File: src/rtl/pwm_chan_pkg.sv
package pwm_chan_pkg;
  localparam int CTRL_W    = 4;
  localparam int RUN_BIT   = 0;
  localparam int LOAD_BIT  = 1;
  localparam int INV_BIT   = 2;
  localparam int RLD_BIT   = 3;

  // Field order follows the control word bit positions (bit 3 first).
  typedef struct packed {
    logic reload;
    logic invert;
    logic load;
    logic run;
  } chan_ctrl_t;
endpackage

File: src/rtl/pwm_shadow_regs.sv
module pwm_shadow_regs
  import pwm_chan_pkg::*;
#(
  parameter int WIDTH = 16
) (
  input  logic              clk,
  input  logic              rst_n,
  input  logic              period_we,
  input  logic [WIDTH-1:0]  period_wdata,
  input  logic              thresh_we,
  input  logic [WIDTH-1:0]  thresh_wdata,
  input  logic              ctrl_we,
  input  logic [CTRL_W-1:0] ctrl_wdata,
  input  logic              halt_req,
  output logic [WIDTH-1:0]  period_buf,
  output logic [WIDTH-1:0]  thresh_buf,
  output chan_ctrl_t        ctrl
);

  always_ff @(posedge clk or negedge rst_n) begin
    if (!rst_n) begin
      period_buf <= '0;
      thresh_buf <= '0;
    end else begin
      if (period_we) period_buf <= period_wdata;
      if (thresh_we) thresh_buf <= thresh_wdata;
    end
  end

  // A software write wins over the hardware clear of the run bit.
  always_ff @(posedge clk or negedge rst_n) begin
    if (!rst_n) begin
      ctrl <= '0;
    end else if (ctrl_we) begin
      ctrl.run    <= ctrl_wdata[RUN_BIT];
      ctrl.load   <= ctrl_wdata[LOAD_BIT];
      ctrl.invert <= ctrl_wdata[INV_BIT];
      ctrl.reload <= ctrl_wdata[RLD_BIT];
    end else if (halt_req) begin
      ctrl.run <= 1'b0;
    end
  end


  halt_clears_run_chk: assert property (@(posedge clk) disable iff (!rst_n)
    (halt_req && !ctrl_we) |=> !ctrl.run);


  write_wins_chk: assert property (@(posedge clk) disable iff (!rst_n)
    ctrl_we |=> (ctrl.run == $past(ctrl_wdata[RUN_BIT])));

endmodule

File: src/rtl/pwm_down_counter.sv
module pwm_down_counter #(
  parameter int WIDTH = 16
) (
  input  logic             clk,
  input  logic             rst_n,
  input  logic             tick,
  input  logic             run,
  input  logic             load,
  input  logic             reload,
  input  logic [WIDTH-1:0] period_buf,
  input  logic [WIDTH-1:0] thresh_buf,
  output logic [WIDTH-1:0] count_q,
  output logic [WIDTH-1:0] compare_q,
  output logic             irq_q,
  output logic             halt_req
);

  logic active_tick;
  logic at_zero;
  logic expire;

  assign active_tick = run && !load && tick;
  assign at_zero     = (count_q == '0);
  assign expire      = active_tick && at_zero;
  assign halt_req    = expire && !reload;

  always_ff @(posedge clk or negedge rst_n) begin
    if (!rst_n) begin
      count_q   <= '0;
      compare_q <= '0;
    end else if (load || (expire && reload)) begin
      count_q   <= period_buf;
      compare_q <= thresh_buf;
    end else if (active_tick && !at_zero) begin
      count_q   <= count_q - 1'b1;
    end
  end

  always_ff @(posedge clk or negedge rst_n) begin
    if (!rst_n) irq_q <= 1'b0;
    else        irq_q <= expire;
  end


  hold_when_idle_chk: assert property (@(posedge clk) disable iff (!rst_n)
    (!load && !(run && tick)) |=> ($stable(count_q) && $stable(compare_q)));


  load_copies_chk: assert property (@(posedge clk) disable iff (!rst_n)
    load |=> (count_q == $past(period_buf) && compare_q == $past(thresh_buf)));


  decrement_chk: assert property (@(posedge clk) disable iff (!rst_n)
    (run && !load && tick && count_q != '0) |=> (count_q == $past(count_q) - 1'b1));


  irq_source_chk: assert property (@(posedge clk) disable iff (!rst_n)
    irq_q |-> ($past(count_q) == '0 && $past(run) && $past(tick)));

endmodule

File: src/rtl/pwm_out_stage.sv
module pwm_out_stage #(
  parameter int WIDTH      = 16,
  parameter bit HAS_OUTPUT = 1'b1
) (
  input  logic [WIDTH-1:0] count_q,
  input  logic [WIDTH-1:0] compare_q,
  input  logic             invert,
  output logic             pwm_out
);

  generate
    if (HAS_OUTPUT) begin : g_pin
      logic at_or_below;
      assign at_or_below = (count_q <= compare_q);
      assign pwm_out     = at_or_below ^ invert;
    end else begin : g_no_pin
      logic unused_in;
      assign unused_in = ^{count_q, compare_q, invert};
      assign pwm_out   = 1'b0 & unused_in;
    end
  endgenerate

endmodule

File: src/rtl/pwm_dbuf_channel.sv
module pwm_dbuf_channel
  import pwm_chan_pkg::*;
#(
  parameter int WIDTH      = 16,
  parameter bit HAS_OUTPUT = 1'b1
) (
  input  logic              clk,
  input  logic              rst_n,
  input  logic              tick,
  input  logic              period_we,
  input  logic [WIDTH-1:0]  period_wdata,
  input  logic              thresh_we,
  input  logic [WIDTH-1:0]  thresh_wdata,
  input  logic              ctrl_we,
  input  logic [CTRL_W-1:0] ctrl_wdata,
  output logic [WIDTH-1:0]  cur_count,
  output logic [WIDTH-1:0]  cur_compare,
  output logic              pwm_out,
  output logic              irq_pulse
);

  chan_ctrl_t       ctrl;
  logic [WIDTH-1:0] period_buf;
  logic [WIDTH-1:0] thresh_buf;
  logic             halt_req;

  pwm_shadow_regs #(.WIDTH(WIDTH)) u_shadow (
    .clk          (clk),
    .rst_n        (rst_n),
    .period_we    (period_we),
    .period_wdata (period_wdata),
    .thresh_we    (thresh_we),
    .thresh_wdata (thresh_wdata),
    .ctrl_we      (ctrl_we),
    .ctrl_wdata   (ctrl_wdata),
    .halt_req     (halt_req),
    .period_buf   (period_buf),
    .thresh_buf   (thresh_buf),
    .ctrl         (ctrl)
  );

  pwm_down_counter #(.WIDTH(WIDTH)) u_counter (
    .clk        (clk),
    .rst_n      (rst_n),
    .tick       (tick),
    .run        (ctrl.run),
    .load       (ctrl.load),
    .reload     (ctrl.reload),
    .period_buf (period_buf),
    .thresh_buf (thresh_buf),
    .count_q    (cur_count),
    .compare_q  (cur_compare),
    .irq_q      (irq_pulse),
    .halt_req   (halt_req)
  );

  pwm_out_stage #(.WIDTH(WIDTH), .HAS_OUTPUT(HAS_OUTPUT)) u_out (
    .count_q   (cur_count),
    .compare_q (cur_compare),
    .invert    (ctrl.invert),
    .pwm_out   (pwm_out)
  );


  frozen_when_stopped_chk: assert property (@(posedge clk) disable iff (!rst_n)
    (!ctrl.run && !ctrl.load) |=> $stable(cur_count));

endmodule

File: config.mk
export PLATFORM = sky130hd
export DESIGN_NAME = pwm_dbuf_channel
export DESIGN_NICKNAME = d
export VERILOG_FILES = /design/src/rtl/pwm_chan_pkg.sv /design/src/rtl/pwm_shadow_regs.sv /design/src/rtl/pwm_down_counter.sv /design/src/rtl/pwm_out_stage.sv /design/src/rtl/pwm_dbuf_channel.sv
export SDC_FILE = /design/constraint.sdc
export NUM_CORES = 1
export LEC_CHECK = 0
export BUFFER_PORTS_ARGS = -buffer_cell sky130_fd_sc_hd__buf_2
export CAP_MARGIN = 20
export CORE_UTILIZATION = 45
export CTS_BUF_LIST = sky130_fd_sc_hd__clkbuf_4 sky130_fd_sc_hd__clkbuf_8
export DETAILED_ROUTE_END_ITERATION = 10
export PLACE_DENSITY = 0.68
export REMOVE_ABC_BUFFERS = 1
export SETUP_SLACK_MARGIN = 0.05
export SYNTH_ARGS = -nofsm -noshare
export SYNTH_HDL_FRONTEND = slang
export SYNTH_SLANG_ARGS = --single-unit
export TNS_END_PERCENT = 50
File: constraint.sdc
create_clock -name clk -period 3 [get_ports clk]
set_input_delay 0.45 -clock clk [delete_from_list [all_inputs] [get_ports clk]]
set_output_delay 0.45 -clock clk [all_outputs]
set_load 0.02 [all_outputs]
==> flow_metrics.py <==
metrics = {
    "yosys": {
        "ys_seq_elements": 69,
        "syn_avg_cell_area_um2": 11.0,
        "synth_seq_area_share_pct": 50.8,
        "yosysTopAreaCellShare_pct": 50.8,
        "synth-edff-count": 0,
        "synth-async-reset-ratio_pct": 100,
        "synth_cells": 309,
        "synth_most_common_cell": "dfrtp_1",
        "yosys.cell_types.count": 48,
        "synth_area_um2": 3400,
        "synth_area_leaders": "dfrtp_1, mux2_2, ha_1",
        "synth_area_leader_cell": "dfrtp_1",
        "synth_commonest_cells": "dfrtp_1, nand2_1, mux2_2",
        "synth-warning-count": 0,
        "ys.flop_type": "dfrtp_1",
    },
    "pwr": {
        "ir_worst_vdd_mv": 0.399,
        "power.density_nw_per_um2": 671,
        "p_leak_nw": 1.94,
        "total_power_mw": 2.81,
    },
    "global_routing": {
        "grt_pass1_wl_um": 12800,
        "grt_pass1_vias": 2584,
        "grt.total_usage_pct": 22.2,
        "antenna_found_initial": 0,
        "grt_overflow_total": 0,
        "grt_max_degree": 38,
    },
    "clock_tree": {
        "insertion_delay_ns": 0.35,
        "root_buffer": "clkbuf_8",
        "cts_made_buffers": 9,
        "ctsHoldBuffers": 0,
        "clk_path_buf_depth": 2,
        "cts_tree": "built",
        "clock_sinks": 69,
        "h-tree-depth": 3,
        "clkSlewWorstSetupHoldPaths_ns": 0.07,
    },
    "sta": {
        "rsz0062_at_grt": "false",
        "period_share_pct": 95.1,
        "min_period_ns": 2.85,
        "tightest_slew_ns": 0.771,
        "slew_viol_final": 0,
        "fin_setup_tns_ns": 0,
        "skew_ns": 0.00869,
        "hold_viol": 0,
        "slew_headroom_pct": 48.6,
        "fmax_ghz": 0.351,
        "setup_violations": 0,
    },
    "detailed_routing": {
        "viasPerCell": 5.49,
        "vias": 2732,
        "drc": 0,
        "dr.first_iter.drc_count": 112,
        "wl_per_cell_um": 16.1,
        "ant_nets": 0,
        "wirelength_um": 8010,
        "dr.pass1.iters": 4,
    },
    "critical_path": {
        "reg2reg_slack_ns": 0.57,
        "cp_data_arrival_time_ns": 2.40,
        "cp_max_fo": 6,
        "path_delay_family": "compound AO/OA/AOI/OAI gates",
        "critPathLaunchType": "register",
        "worstReg2RegStart": "u_counter.count_q[0]$_DFFE_PN0P_",
        "reg2reg_depth": 7,
        "worstPathRequired_ns": 2.55,
        "crit_slowest_cell": "dfrtp_2",
        "worstSetupPathType": "reg -> out",
        "slowest_delay_ns": 0.45,
        "critPathBufInv": 1,
        "critPathCaptureType": "output port",
        "cp_cell_sequence": "ha_1 -> a21o_1 -> a21o_1 -> a221o_1 -> o31ai_4 -> xor2_1 -> buf_4",
        "timing.rr.end": "u_counter.count_q[4]$_DFFE_PN0P_",
        "crit_top_cell": "a21o_1",
    },
    "flow_run": {
        "cap_violations": 0,
    },
    "status": {
        "status": "complete, no violations",
    },
    "place": {
        "gp_congestion": 0.980,
        "placed_cell_area_um2": 3910,
        "port_buffers": 75,
        "hpwl_um": 5880,
    },
    "cells_and_area": {
        "diodes": 0,
        "drive_gt1_share_pct": 37.1,
        "area_growth_pct": 23.4,
        "final_net_count": 454,
        "final_cell_area_um2": 4190,
    },
    "floorplan": {
        "die_w_um": 88.9,
        "io_pins": 76,
        "die_h_um": 88.9,
        "rows": 31,
        "die_area_um2": 7900,
        "core_area_um2": 7290,
        "initial_core_util_pct": 46.6,
    },
    "worst_hold_path": {
        "hp-class": "in -> async",
    },
}
## flip-flops by register name (all words and copies together) (netlist names)
register,count
u_counter.count_q,16
u_counter.irq_q,1
u_counter.compare_q,16
u_shadow.period_buf,16
u_shadow.ctrl,4
u_shadow.thresh_buf,16
## layout make-up
cell class | instances | area, um2
clock buffers | 11 | 145
inverters | 19 | 71.3
well taps | 99 | 124
multi-input cells | 210 | 1560
repair buffers | 85 | 478
fillers | 686 | 3100
clock inverters | 5 | 82.6
flip-flops and latches | 69 | 1730
## worst max path at each step
stage | from | slack, ns | depth (start not counted) | to
final | u_counter.count_q[13]$_DFFE_PN0P_ | 0.15 | 7 | pwm_out
after CTS | u_counter.count_q[7]$_DFFE_PN0P_ | 0.05 | 7 | pwm_out
after detailed placement | u_counter.count_q[7]$_DFFE_PN0P_ | 0.35 | 7 | pwm_out
after global routing | u_counter.count_q[13]$_DFFE_PN0P_ | 0.06 | 7 | pwm_out
after floorplan | u_counter.count_q[13]$_DFFE_PN0P_ | 0.47 | 6 | pwm_out
after global placement | u_counter.count_q[7]$_DFFE_PN0P_ | 0.47 | 7 | pwm_out
## where the power goes
group	leakage [nW]	total, mW	internal [mW]	switching (mW)
clock network	0.117	0.869	0.503	0.366
logic	1.00	0.777	0.319	0.458
registers	0.822	1.17	1.06	0.111
total	1.94	2.81	1.88	0.934
## logic make-up (layout without fill, tap and decap cells)
logic type	after synthesis	after routing	synth area share, %
AOI/OAI and AO/OA	58	58	11.7
xor gates and xnor gates	3	3	0.773
adders and majority gates	18	18	6.63
buffers and inverters	30	120	3.90
DFF	69	69	50.8
muxes	36	36	11.9
and+or+nand+nor	95	95	14.3
## layer usage
layer	wire, um	GRT usage, %	part of all wire [%]	vias to the layer above
met1	3590	29.4	45	1320
met2	3720	34.4	46	93
met5	0	0	0	-
met4	261	13.6	3.3	0
li1	-	-	-	1300
met3	440	3.69	5.5	19
## cells in the final DEF, fill, tap and decap left out, drive strengths merged, types with 8 or more instances in the layout
cell / instances
buf: 85
clkbuf: 11
dfrtp: 69
ha: 18
inv: 20
mux2: 35
nand2: 40
nand3: 10
nor2: 10
nor3: 8
o21ai: 22
## per-stage QoR
stage	util, %	hold slack (ns)	setup slack, ns	instances
3_5_place_dp	53.7	0.463	0.348	479
5_1_grt	57.5	0.228	0.0632	498
2_1_floorplan	-	0.154	0.467	298
4_1_cts	56.9	0.187	0.0534	495
6_report	57.5	0.172	0.148	498
3_3_place_gp	53.7	0.460	0.471	479
## worst register-to-register path, stage by stage (launching register included)
cell	delay, ns
dfrtp_1	0.42
inv_1	0.15
ha_1	0.23
nor4b_1	0.32
and4_1	0.46
a31oi_2	0.29
o311a_1	0.22
a211o_1	0.24
## what timing repair did
action | CTS | global route
gates cloned | 0 | 0
gates resized for setup | 2 | 8
pin swaps | 1 | 0
setup endpoints to repair | 1 | 1
setup buffers | 0 | 3
Note: power is estimated with default switching activity, not from simulation.
